File: src/rtl/adc_rb_pkg.sv
// Package: shared types of the ADC result bank.
// Assumes: nothing beyond standard SystemVerilog.
package adc_rb_pkg;

    // Per-slot update selected in one cycle
    typedef enum logic [1:0] {
        ACT_HOLD    = 2'd0,
        ACT_CLEAR   = 2'd1,
        ACT_LOAD    = 2'd2,
        ACT_LOAD_RD = 2'd3
    } slot_act_e;

    // Number format of the read view
    typedef enum logic {
        FMT_UNSIGNED = 1'b0,
        FMT_TWOS     = 1'b1
    } fmt_e;

endpackage

File: src/rtl/adc_rb_slot.sv
// Module: one result slot with valid and overrun flags.
// Does: stores a sample on load. A load sets valid, and sets overrun when
//       valid was already set. A read clears both flags. When a load and a
//       read arrive together, the load is kept and overrun is cleared.
// Assumes: ld_hit and rd_hit are already decoded for this slot.
module adc_rb_slot #(
    parameter int RES_W = 12
) (
    input  logic             clk,
    input  logic             rst_n,
    input  logic             ld_hit,
    input  logic             rd_hit,
    input  logic [RES_W-1:0] ld_data,
    output logic [RES_W-1:0] result,
    output logic             valid,
    output logic             ovr
);
    import adc_rb_pkg::*;

    slot_act_e act;

    // Purpose: choose this cycle's update from the two strobes
    always_comb begin
        unique case ({ld_hit, rd_hit})
            2'b10:   act = ACT_LOAD;
            2'b11:   act = ACT_LOAD_RD;
            2'b01:   act = ACT_CLEAR;
            default: act = ACT_HOLD;
        endcase
    end

    // Purpose: update the stored sample and flags
    always_ff @(posedge clk) begin
        if (!rst_n) begin
            result <= '0;
            valid  <= 1'b0;
            ovr    <= 1'b0;
        end else begin
            case (act)
                ACT_LOAD: begin
                    result <= ld_data;
                    valid  <= 1'b1;
                    ovr    <= ovr | valid;
                end
                ACT_LOAD_RD: begin
                    result <= ld_data;
                    valid  <= 1'b1;
                    ovr    <= 1'b0;
                end
                ACT_CLEAR: begin
                    valid  <= 1'b0;
                    ovr    <= 1'b0;
                end
                default: begin
                    result <= result;
                end
            endcase
        end
    end

endmodule

File: src/rtl/adc_rb_view.sv
// Module: read-word formatter for the result bank.
// Does: selects one slot and builds the read word. The sample goes in the
//       low bits, then the format extension, then overrun, then valid.
//       Every bit above those is zero.
// Assumes: WORD_W >= VIEW_W + 2 and VIEW_W > RES_W.
module adc_rb_view #(
    parameter int NUM_SLOTS = 8,
    parameter int RES_W     = 12,
    parameter int VIEW_W    = 16,
    parameter int WORD_W    = 32,
    parameter int IDX_W     = 3
) (
    input  logic [NUM_SLOTS-1:0][RES_W-1:0] results,
    input  logic [NUM_SLOTS-1:0]            valids,
    input  logic [NUM_SLOTS-1:0]            ovrs,
    input  logic [IDX_W-1:0]                sel,
    input  logic                            fmt_signed,
    output logic [WORD_W-1:0]               word
);
    import adc_rb_pkg::*;

    localparam int EXT_W = VIEW_W - RES_W;

    logic [RES_W-1:0] res_sel;
    logic             vld_sel;
    logic             ovr_sel;
    logic [EXT_W-1:0] ext;

    // Purpose: pick the selected slot, forcing zeros for an index past the bank
    always_comb begin
        res_sel = '0;
        vld_sel = 1'b0;
        ovr_sel = 1'b0;
        if (int'(sel) < NUM_SLOTS) begin
            res_sel = results[sel];
            vld_sel = valids[sel];
            ovr_sel = ovrs[sel];
        end
    end

    // Purpose: build the extension bits from the format control
    always_comb begin
        if (fmt_e'(fmt_signed) == FMT_TWOS) begin
            ext = {EXT_W{res_sel[RES_W-1]}};
        end else begin
            ext = '0;
        end
    end

    // Purpose: assemble the read word
    always_comb begin
        word                   = '0;
        word[RES_W-1:0]        = res_sel;
        word[VIEW_W-1:RES_W]   = ext;
        word[VIEW_W]           = ovr_sel;
        word[VIEW_W+1]         = vld_sel;
    end

endmodule

File: src/rtl/adc_rb_dma.sv
// Module: DMA request strobe.
// Does: raises the request for one cycle after each load made while
//       transfers are enabled.
// Assumes: one load per cycle at most.
module adc_rb_dma (
    input  logic clk,
    input  logic rst_n,
    input  logic ld_en,
    input  logic dma_en,
    output logic dma_req
);
    // Purpose: register the gated load strobe as the request
    always_ff @(posedge clk) begin
        if (!rst_n) begin
            dma_req <= 1'b0;
        end else begin
            dma_req <= ld_en & dma_en;
        end
    end

endmodule

File: src/rtl/adc_result_bank.sv
// Module: ADC result bank, the top of the block.
// Does: holds NUM_SLOTS samples with their valid and overrun flags. It
//       gives a combinational read word for the selected slot and clears
//       that slot's flags on a read strobe. It mirrors the flags as
//       vectors and pulses a DMA request on each load.
// Assumes: synchronous active-low reset. Only one load and one read are
//          presented per cycle.
module adc_result_bank #(
    parameter int NUM_SLOTS = 8,
    parameter int RES_W     = 12,
    parameter int VIEW_W    = 16,
    parameter int WORD_W    = 32,
    parameter int IDX_W     = $clog2(NUM_SLOTS)
) (
    input  logic                 clk,
    input  logic                 rst_n,
    input  logic                 ld_en,
    input  logic [IDX_W-1:0]     ld_slot,
    input  logic [RES_W-1:0]     ld_data,
    input  logic                 fmt_signed,
    input  logic                 dma_en,
    input  logic                 rd_en,
    input  logic [IDX_W-1:0]     rd_slot,
    output logic [WORD_W-1:0]    rd_data,
    output logic [NUM_SLOTS-1:0] valid_vec,
    output logic [NUM_SLOTS-1:0] ovr_vec,
    output logic                 dma_req
);

    logic [NUM_SLOTS-1:0][RES_W-1:0] results;

    // One storage cell per slot, with its own strobe decode
    for (genvar i = 0; i < NUM_SLOTS; i++) begin : g_slot
        logic ld_hit;
        logic rd_hit;

        // Purpose: decode the load and read strobes for slot i
        always_comb begin
            ld_hit = ld_en && (ld_slot == IDX_W'(i));
            rd_hit = rd_en && (rd_slot == IDX_W'(i));
        end

        adc_rb_slot #(
            .RES_W (RES_W)
        ) slot_i (
            .clk     (clk),
            .rst_n   (rst_n),
            .ld_hit  (ld_hit),
            .rd_hit  (rd_hit),
            .ld_data (ld_data),
            .result  (results[i]),
            .valid   (valid_vec[i]),
            .ovr     (ovr_vec[i])
        );
    end

    adc_rb_view #(
        .NUM_SLOTS (NUM_SLOTS),
        .RES_W     (RES_W),
        .VIEW_W    (VIEW_W),
        .WORD_W    (WORD_W),
        .IDX_W     (IDX_W)
    ) view_i (
        .results    (results),
        .valids     (valid_vec),
        .ovrs       (ovr_vec),
        .sel        (rd_slot),
        .fmt_signed (fmt_signed),
        .word       (rd_data)
    );

    adc_rb_dma dma_i (
        .clk     (clk),
        .rst_n   (rst_n),
        .ld_en   (ld_en),
        .dma_en  (dma_en),
        .dma_req (dma_req)
    );

endmodule

File: config.mk
export PLATFORM = sky130hd
export DESIGN_NAME = adc_result_bank
export DESIGN_NICKNAME = d
export VERILOG_FILES = /design/src/rtl/adc_rb_pkg.sv /design/src/rtl/adc_rb_slot.sv /design/src/rtl/adc_rb_view.sv /design/src/rtl/adc_rb_dma.sv /design/src/rtl/adc_result_bank.sv
export SDC_FILE = /design/constraint.sdc
export NUM_CORES = 1
export LEC_CHECK = 0
export ABC_AREA = 0
export ABC_CLOCK_PERIOD_IN_PS = 1300
export BUFFER_PORTS_ARGS = -buffer_cell sky130_fd_sc_hd__buf_2
export CELL_PAD_IN_SITES_DETAIL_PLACEMENT = 2
export CELL_PAD_IN_SITES_GLOBAL_PLACEMENT = 2
export CORE_UTILIZATION = 32
export CTS_CLUSTER_SIZE = 20
export DETAILED_ROUTE_END_ITERATION = 10
export PLACE_DENSITY = 0.78
export SLEW_MARGIN = 10
export SYNTH_ARGS = -nofsm -noshare
export SYNTH_HDL_FRONTEND = slang
export SYNTH_SLANG_ARGS = --single-unit
File: constraint.sdc
create_clock -name clk -period 1.3 [get_ports clk]
set_input_delay 0.065 -clock clk [delete_from_list [all_inputs] [get_ports clk]]
set_output_delay 0.065 -clock clk [all_outputs]
set_load 0.01 [all_outputs]
==> results of run 1 <==
-- logic make-up after synthesis --
logic type	count (synthesis)
and+or+nand+nor	234
muxes	44
AOI/OAI and AO/OA	120
other	1
DFF	113
buffers and inverters	95
-- cell usage after synthesis, drive strengths merged --
library cell / number / area share
and4: 1 / 0.0016
a21boi: 100 / 0.13
nand2b: 3 / 0.0034
o21ai: 4 / 0.0036
nand4: 2 / 0.0022
mux2: 13 / 0.026
clkbuf: 16 / 0.011
nand4b: 6 / 0.0094
nor4b: 1 / 0.0042
nand4bb: 3 / 0.0060
and4bb: 3 / 0.0067
nor2: 9 / 0.0065
a21oi: 12 / 0.011
and3: 1 / 0.0011
inv: 2 / 0.0013
mux4: 27 / 0.12
o31ai: 4 / 0.0054
buf: 77 / 0.094
dfxtp: 113 / 0.40
conb: 1 / 0.00067
and4b: 3 / 0.0054
mux2i: 4 / 0.0072
nand2: 197 / 0.13
or4b: 1 / 0.0018
nor2b: 4 / 0.0045
-- registers in the layout, indices dropped and copies added, names as in the netlist --
| register | cells |
|---|---|
| g_slot.slot_i.result | 96 |
| dma_i.dma_req | 1 |
| g_slot.slot_i.ovr | 8 |
| g_slot.slot_i.valid | 8 |
-- layer usage --
layer	vias to the layer above	part of all wire	wire, um
met5	-	0.00049	10
met4	2	0.021	424
met3	35	0.035	711
met2	125	0.53	10800
met1	2454	0.41	8420
li1	2145	-	-
-- cell usage in the layout (no fill, tap or decap), types with 2 or more instances in the layout --
master / synthesis / layout
o21ai_0: 4 / 4
nand4_1: 2 / 2
dlygate4sd3_1: 0 / 13
nand4bb_1: 3 / 3
buf_6: 3 / 17
nor2b_1: 4 / 4
mux2_4: 0 / 11
clkbuf_16: 0 / 17
a21oi_1: 12 / 12
buf_12: 0 / 14
nor2_1: 8 / 8
nand4b_1: 6 / 6
a21boi_1: 41 / 41
clkbuf_8: 0 / 6
dfxtp_1: 113 / 77
clkbuf_1: 16 / 3
mux4_1: 13 / 3
mux2i_1: 4 / 3
dfxtp_2: 0 / 36
o31ai_1: 4 / 4
and4bb_1: 2 / 2
nand2_1: 197 / 197
buf_2: 27 / 41
nand2b_1: 3 / 3
mux4_2: 14 / 24
mux2_2: 13 / 2
a21boi_0: 59 / 59
conb_1: 1 / 14
clkinv_2: 0 / 4
and4b_1: 3 / 3
buf_4: 45 / 49
-- report_power, final --
part           switching, mW  total [mW]  leakage, nW  internal [mW]
Combinational          0.458       0.845         1.55          0.387
Sequential            0.0461        3.59        0.932           3.54
Clock                   1.63        4.54        0.286           2.91
Total                   2.13        8.97         2.77           6.84
-- stage by stage --
step,setup TNS [ns],util,setup slack [ns]
global route,-8.33,0.424,-0.586
CTS,-7.33,0.419,-0.463
finish,-7.64,0.424,-0.530
detailed placement,-2.14,0.366,-0.166
global placement,-1.65,0.366,-0.144
floorplan,0,-,0.0301
-- critical path, stage by stage, from the launching register on --
cell     delay (ns)
dfxtp_1        0.35
mux2i_1        0.09
mux4_2         0.52
nor2_4         0.24
buf_6          0.15
-- layout make-up --
class | count | area share
repair buffers | 134 | 0.165
clock buffers | 26 | 0.0727
flip-flops and latches | 113 | 0.323
inverters | 2 | 0.00105
clock inverters | 5 | 0.00701
well taps | 220 | 0.0386
multi-input cells | 412 | 0.393
-- timing repair --
| item | 4_1_cts | 5_1_grt |
|---|---|---|
| hold buffers | 13 | 0 |
| hold endpoints to repair | 63 | 0 |
| pin swaps | 0 | 1 |
| setup endpoints to repair | 18 | 18 |
| buffers inserted | 7 | 8 |
| gates resized for setup | 62 | 17 |
-- worst max-delay path by stage --
stage / startpoint / endpoint
after floorplan: rd_slot[0] / rd_data[17]
final: g_slot[3].slot_i.result[11] / rd_data[14]
after detailed placement: rd_slot[1] / rd_data[8]
after global placement: rd_slot[1] / rd_data[0]
after global routing: g_slot[3].slot_i.result[11] / rd_data[14]
after CTS: g_slot[0].slot_i.result[11] / rd_data[14]
==> flow_metrics.env, run 1 <==
export IMPL_outcome="finished with violations"
export IMPL_failed_checks="negative setup slack"
export IMPL_multi_input_area_um2=2800
export IMPL_die_height_um=134
export IMPL_pwr_density_cell_nw_per_um2=1260
export IMPL_drv_cap=0
export IMPL_use_met3=0.0435
export IMPL_setup_worst_path_end_class="output port"
export IMPL_dp_cells=853
export IMPL_final_antenna_net_count=0
export IMPL_cts_sink_count=113
export IMPL_final_net_count=704
export IMPL_muxShareOfSynthArea=0.151
export IMPL_total_routed_wirelength_um=20300
export IMPL_place_gp_congestion=0.778
export IMPL_final_instance_area_um2=7140
export IMPL_number_of_instances_in_the_synthesized_netlist=607
export IMPL_synthesis_area_um2=5600
export IMPL_drt_first_pass_iters=5
export IMPL_initial_antenna_violation_count=1
export IMPL_detail_route_vias_per_cell=5.22
export IMPL_max_clock_freq_ghz=0.547
export IMPL_root_buffer="clkbuf_16"
export IMPL_worstPathMaxFanout=4
export IMPL_cts_htree_levels=4
export IMPL_globalRoute_totalOverflow=0
export IMPL_hold_violations=0
export IMPL_globalRouteMet2Util=0.423
export IMPL_detailed_router_s_first_iteration_violation_count=259
export IMPL_global_route_layer_with_the_greatest_usage="met2"
export IMPL_worstPathArrival_ns=1.76
export IMPL_grt_start_max_net_pins=114
export IMPL_insertedDiodeCount=0
export IMPL_holdPathStages=4
export IMPL_min_period_ns=1.83
export IMPL_rows=47
export IMPL_dp_final_hpwl_um=12200
export IMPL_postSynthRegisterBits=113
export IMPL_dr_total_vias=4761
export IMPL_hp_class="in -> reg"
export IMPL_ys_warn_count=0
export IMPL_crit_reg2reg_capture="g_slot[4].slot_i.valid"
export IMPL_insertion_delay_ns=0.42
export IMPL_vias_in_the_first_global_route=5230
export IMPL_drcViolationCount=0
export IMPL_synth_area_per_cell_um2=9.22
export IMPL_grt_pass1_wl_um=31400
export IMPL_synth_top_family_by_area="simple AND/OR/NAND/NOR gates"
export IMPL_setup_viol_count_final=18
export IMPL_fillCellCount=1797
export IMPL_cts_tree="built"
export IMPL_place_port_buffers=58
export IMPL_yosys_area_share_xor_xnor=0
export IMPL_ctsLongestPathBuffers=2
export IMPL_power_mw=8.97
export IMPL_post_dr_wirelength_cell_um=22.3
export IMPL_hp_start="rd_en"
export IMPL_initial_utilization=0.333
export IMPL_top_level_ports=73
export IMPL_synth_adder_area_share=0
export IMPL_min_delay_worst_endpoint="g_slot[7].slot_i.ovr"
export IMPL_cp_start_kind="flop"
export IMPL_synth_cell_types=33
export IMPL_clock_skew_ns=0.00281
export IMPL_p_leak_nw=2.77
export IMPL_crit_reg2reg_launch="g_slot[4].slot_i.valid"
export IMPL_worst_endpoint_required_ns=1.24
export IMPL_die_area_um2=18000
export IMPL_post_route_cells_drive_above_1_share=0.328
export IMPL_synth_area_in_compound_gates=0.154
export IMPL_area_growth_pct=27.5
export IMPL_worst_setup_hold_path_clk_slew_ns=0.05
export IMPL_fin_ws_ns=-0.530
export IMPL_synth_sequential_area_ratio=0.404
export IMPL_cts_buffers_inserted=17
export IMPL_seq_area_um2=2310
export IMPL_unrepaired_setup_endpoints_after_global_routing="true"
export IMPL_max_vdd_ir_drop_mv=0.783
export IMPL_holdWs_ns=0.0902
export IMPL_rr_worst_depth=3
export IMPL_design_core_area_um2=16800
export IMPL_gr_util_all_layers=0.235
export IMPL_critical_path_class="reg -> out"
export IMPL_dpl_cell_area_um2=6160
export IMPL_drv_slew=0
export IMPL_rrSetupSlack_ns=0.37
export IMPL_synth_simple_gate_area_frac=0.185
export IMPL_final_period_utilization=1.41
export IMPL_die_extent_in_x_um=134
export IMPL_gr_usage_met1=0.278
export IMPL_layout_cells_non_filler=912
Note: power is estimated with default switching activity, not from simulation.
==> run 2: changes to the inputs <==
ABC_CLOCK_PERIOD_IN_PS = 1840   (was 1300)
CORE_UTILIZATION = 36   (was 32)
PLACE_DENSITY = default   (was 0.78)
PLACE_DENSITY_LB_ADDON = 0.1   (was default)
clock period = 1.84 ns   (was 1.3 ns; I/O delays follow)
==> run 2 against run 1 <==
  * The flow now finishes without violations
  * Critical endpoint is now rd_data[17]
  * Clock-buffer cell count grew 1
  * Wire length shrank 10%
  * Register-to-register slack gained 0.73 ns
  * Clock power shrank 28%
  * Final area shrank 9.3%
==> flow_metrics.env, run 2 (synthesis gave the netlist of run 1 again) <==
export IMPL_outcome="completed"
export IMPL_m1WireLength_um=8460
export IMPL_total_routed_wirelength_um=18300
export IMPL_power_mw=6.28
export IMPL_ctsLongestPathBuffers=2
export IMPL_worstPathArrival_ns=1.70
export IMPL_critical_path_class="reg -> out"
export IMPL_top_register="g_slot.slot_i.result"
export IMPL_drt_first_pass_iters=4
export IMPL_place_port_buffers=58
export IMPL_setup_worst_path_end_class="output port"
export IMPL_drv_cap=0
export IMPL_post_route_cells_drive_above_1_share=0.220
export IMPL_cts_htree_levels=4
export IMPL_die_area_um2=16100
export IMPL_min_delay_worst_endpoint="g_slot[1].slot_i.result[4]"
export IMPL_core_occupancy_in_the_finished_layout=0.426
export IMPL_dp_cells=799
export IMPL_detailroute_wirelength_met2_um=9070
export IMPL_hold_violations=0
export IMPL_initial_antenna_violation_count=1
export IMPL_fillCellCount=1651
export IMPL_vias_in_the_first_global_route=5009
export IMPL_min_period_ns=1.80
export IMPL_top_level_ports=73
export IMPL_largest_reg_flops=96
export IMPL_multi_input_area_um2=2790
export IMPL_final_antenna_net_count=0
export IMPL_pwr_density_cell_nw_per_um2=970
export IMPL_post_dr_wirelength_cell_um=21.8
export IMPL_rows=45
export IMPL_layout_common_cells="nand2_1, dfxtp_1, a21boi_0"
export IMPL_cts_sink_count=113
export IMPL_detail_route_vias_per_cell=5.37
export IMPL_rr_worst_depth=2
export IMPL_initial_utilization=0.368
export IMPL_cts_tree="built"
export IMPL_drcViolationCount=0
export IMPL_globalRoute_totalOverflow=0
export IMPL_drv_slew=0
export IMPL_worst_setup_hold_path_clk_slew_ns=0.05
export IMPL_die_height_um=127
export IMPL_p_leak_nw=2.51
export IMPL_detailed_router_s_first_iteration_violation_count=220
export IMPL_die_extent_in_x_um=127
export IMPL_dp_final_hpwl_um=11600
export IMPL_holdPathStages=3
export IMPL_worst_endpoint_required_ns=1.75
export IMPL_max_vdd_ir_drop_mv=0.525
export IMPL_root_buffer="clkbuf_16"
export IMPL_rrSetupSlack_ns=1.10
export IMPL_hp_start="ld_data[4]"
export IMPL_layout_commonest_cell="nand2_1"
export IMPL_max_clock_freq_ghz=0.557
export IMPL_place_gp_congestion=0.720
export IMPL_layout_cells_non_filler=838
export IMPL_crit_reg2reg_launch="g_slot[2].slot_i.valid"
export IMPL_topRoutingLayerUsed="met4"
export IMPL_area_growth_pct=15.6
export IMPL_grt_start_max_net_pins=36
export IMPL_crit_reg2reg_capture="g_slot[2].slot_i.valid"
export IMPL_setup_viol_count_final=0
export IMPL_final_net_count=660
export IMPL_largestRegisters="g_slot.slot_i.result (96), g_slot.slot_i.ovr (8), g_slot.slot_i.valid (8)"
export IMPL_cts_buffers_inserted=17
export IMPL_dr_total_vias=4503
export IMPL_worstPathMaxFanout=4
export IMPL_hp_class="in -> reg"
export IMPL_grt_pass1_wl_um=29100
export IMPL_seq_area_um2=2260
export IMPL_gr_util_all_layers=0.246
export IMPL_design_core_area_um2=15200
export IMPL_wl_met3_um=595
export IMPL_insertion_delay_ns=0.42
export IMPL_clock_skew_ns=0.00198
export IMPL_cp_start_kind="flop"
export IMPL_final_period_utilization=0.976
[run 2: metrics by stage]
step / worst slack [ns] / TNS (ns) / instance area [um2] / hold WS [ns]
after floorplan: 0.516 / 0 / 5650 / 0.245
after global placement: 0.274 / 0 / 5830 / 0.328
after detailed placement: 0.259 / 0 / 5830 / 0.351
after CTS: 0.0119 / 0 / 6470 / 0.0000217
after global routing: -0.00450 / -0.00682 / 6470 / 0.0109
final: 0.0434 / 0 / 6470 / 0.0134
[run 2: where the power goes]
group | internal (mW) | switching (mW) | leakage, nW
clock | 2.13 | 1.12 | 0.285
combinational | 0.202 | 0.295 | 1.31
sequential | 2.50 | 0.0319 | 0.914
[run 2: worst max-delay path by stage]
stage                                start          end  slack [ns]  depth (start not counted)
6_report            g_slot[0].slot_i.valid  rd_data[17]        0.04                          3
5_1_grt        g_slot[0].slot_i.result[11]  rd_data[14]      -0.004                          4
4_1_cts        g_slot[0].slot_i.result[11]  rd_data[12]        0.01                          4
3_5_place_dp                    rd_slot[1]   rd_data[4]        0.26                          5
3_3_place_gp                    rd_slot[1]  rd_data[10]        0.27                          5
2_1_floorplan                   rd_slot[0]  rd_data[17]        0.52                          6
[run 2: routing by layer]
layer  GRT usage  up-vias
met5           0        -
met4      0.0679        0
met3      0.0502       14
met2       0.421       76
met1       0.316     2342
li1            -     2071
[run 2: cell type report]
class                   instances  area share
multi-input cells             412       0.431
well taps                     188      0.0363
clock inverters                 5      0.0116
diodes                          1    0.000387
flip-flops and latches        113       0.349
repair buffers                 90      0.0920
clock buffers                  27      0.0777
inverters                       2     0.00116
[run 2: worst max-delay path, stage by stage, from the launching register on]
cell	delay [ns]
dfxtp_1	0.35
mux4_2	0.52
mux2_2	0.28
buf_2	0.14
[run 2: what timing repair did]
action	in CTS	in global routing
endpoints found under the hold margin	15	0
setup buffers	0	0
hold buffers	6	0
setup endpoints to repair	0	6
resized for setup	0	4
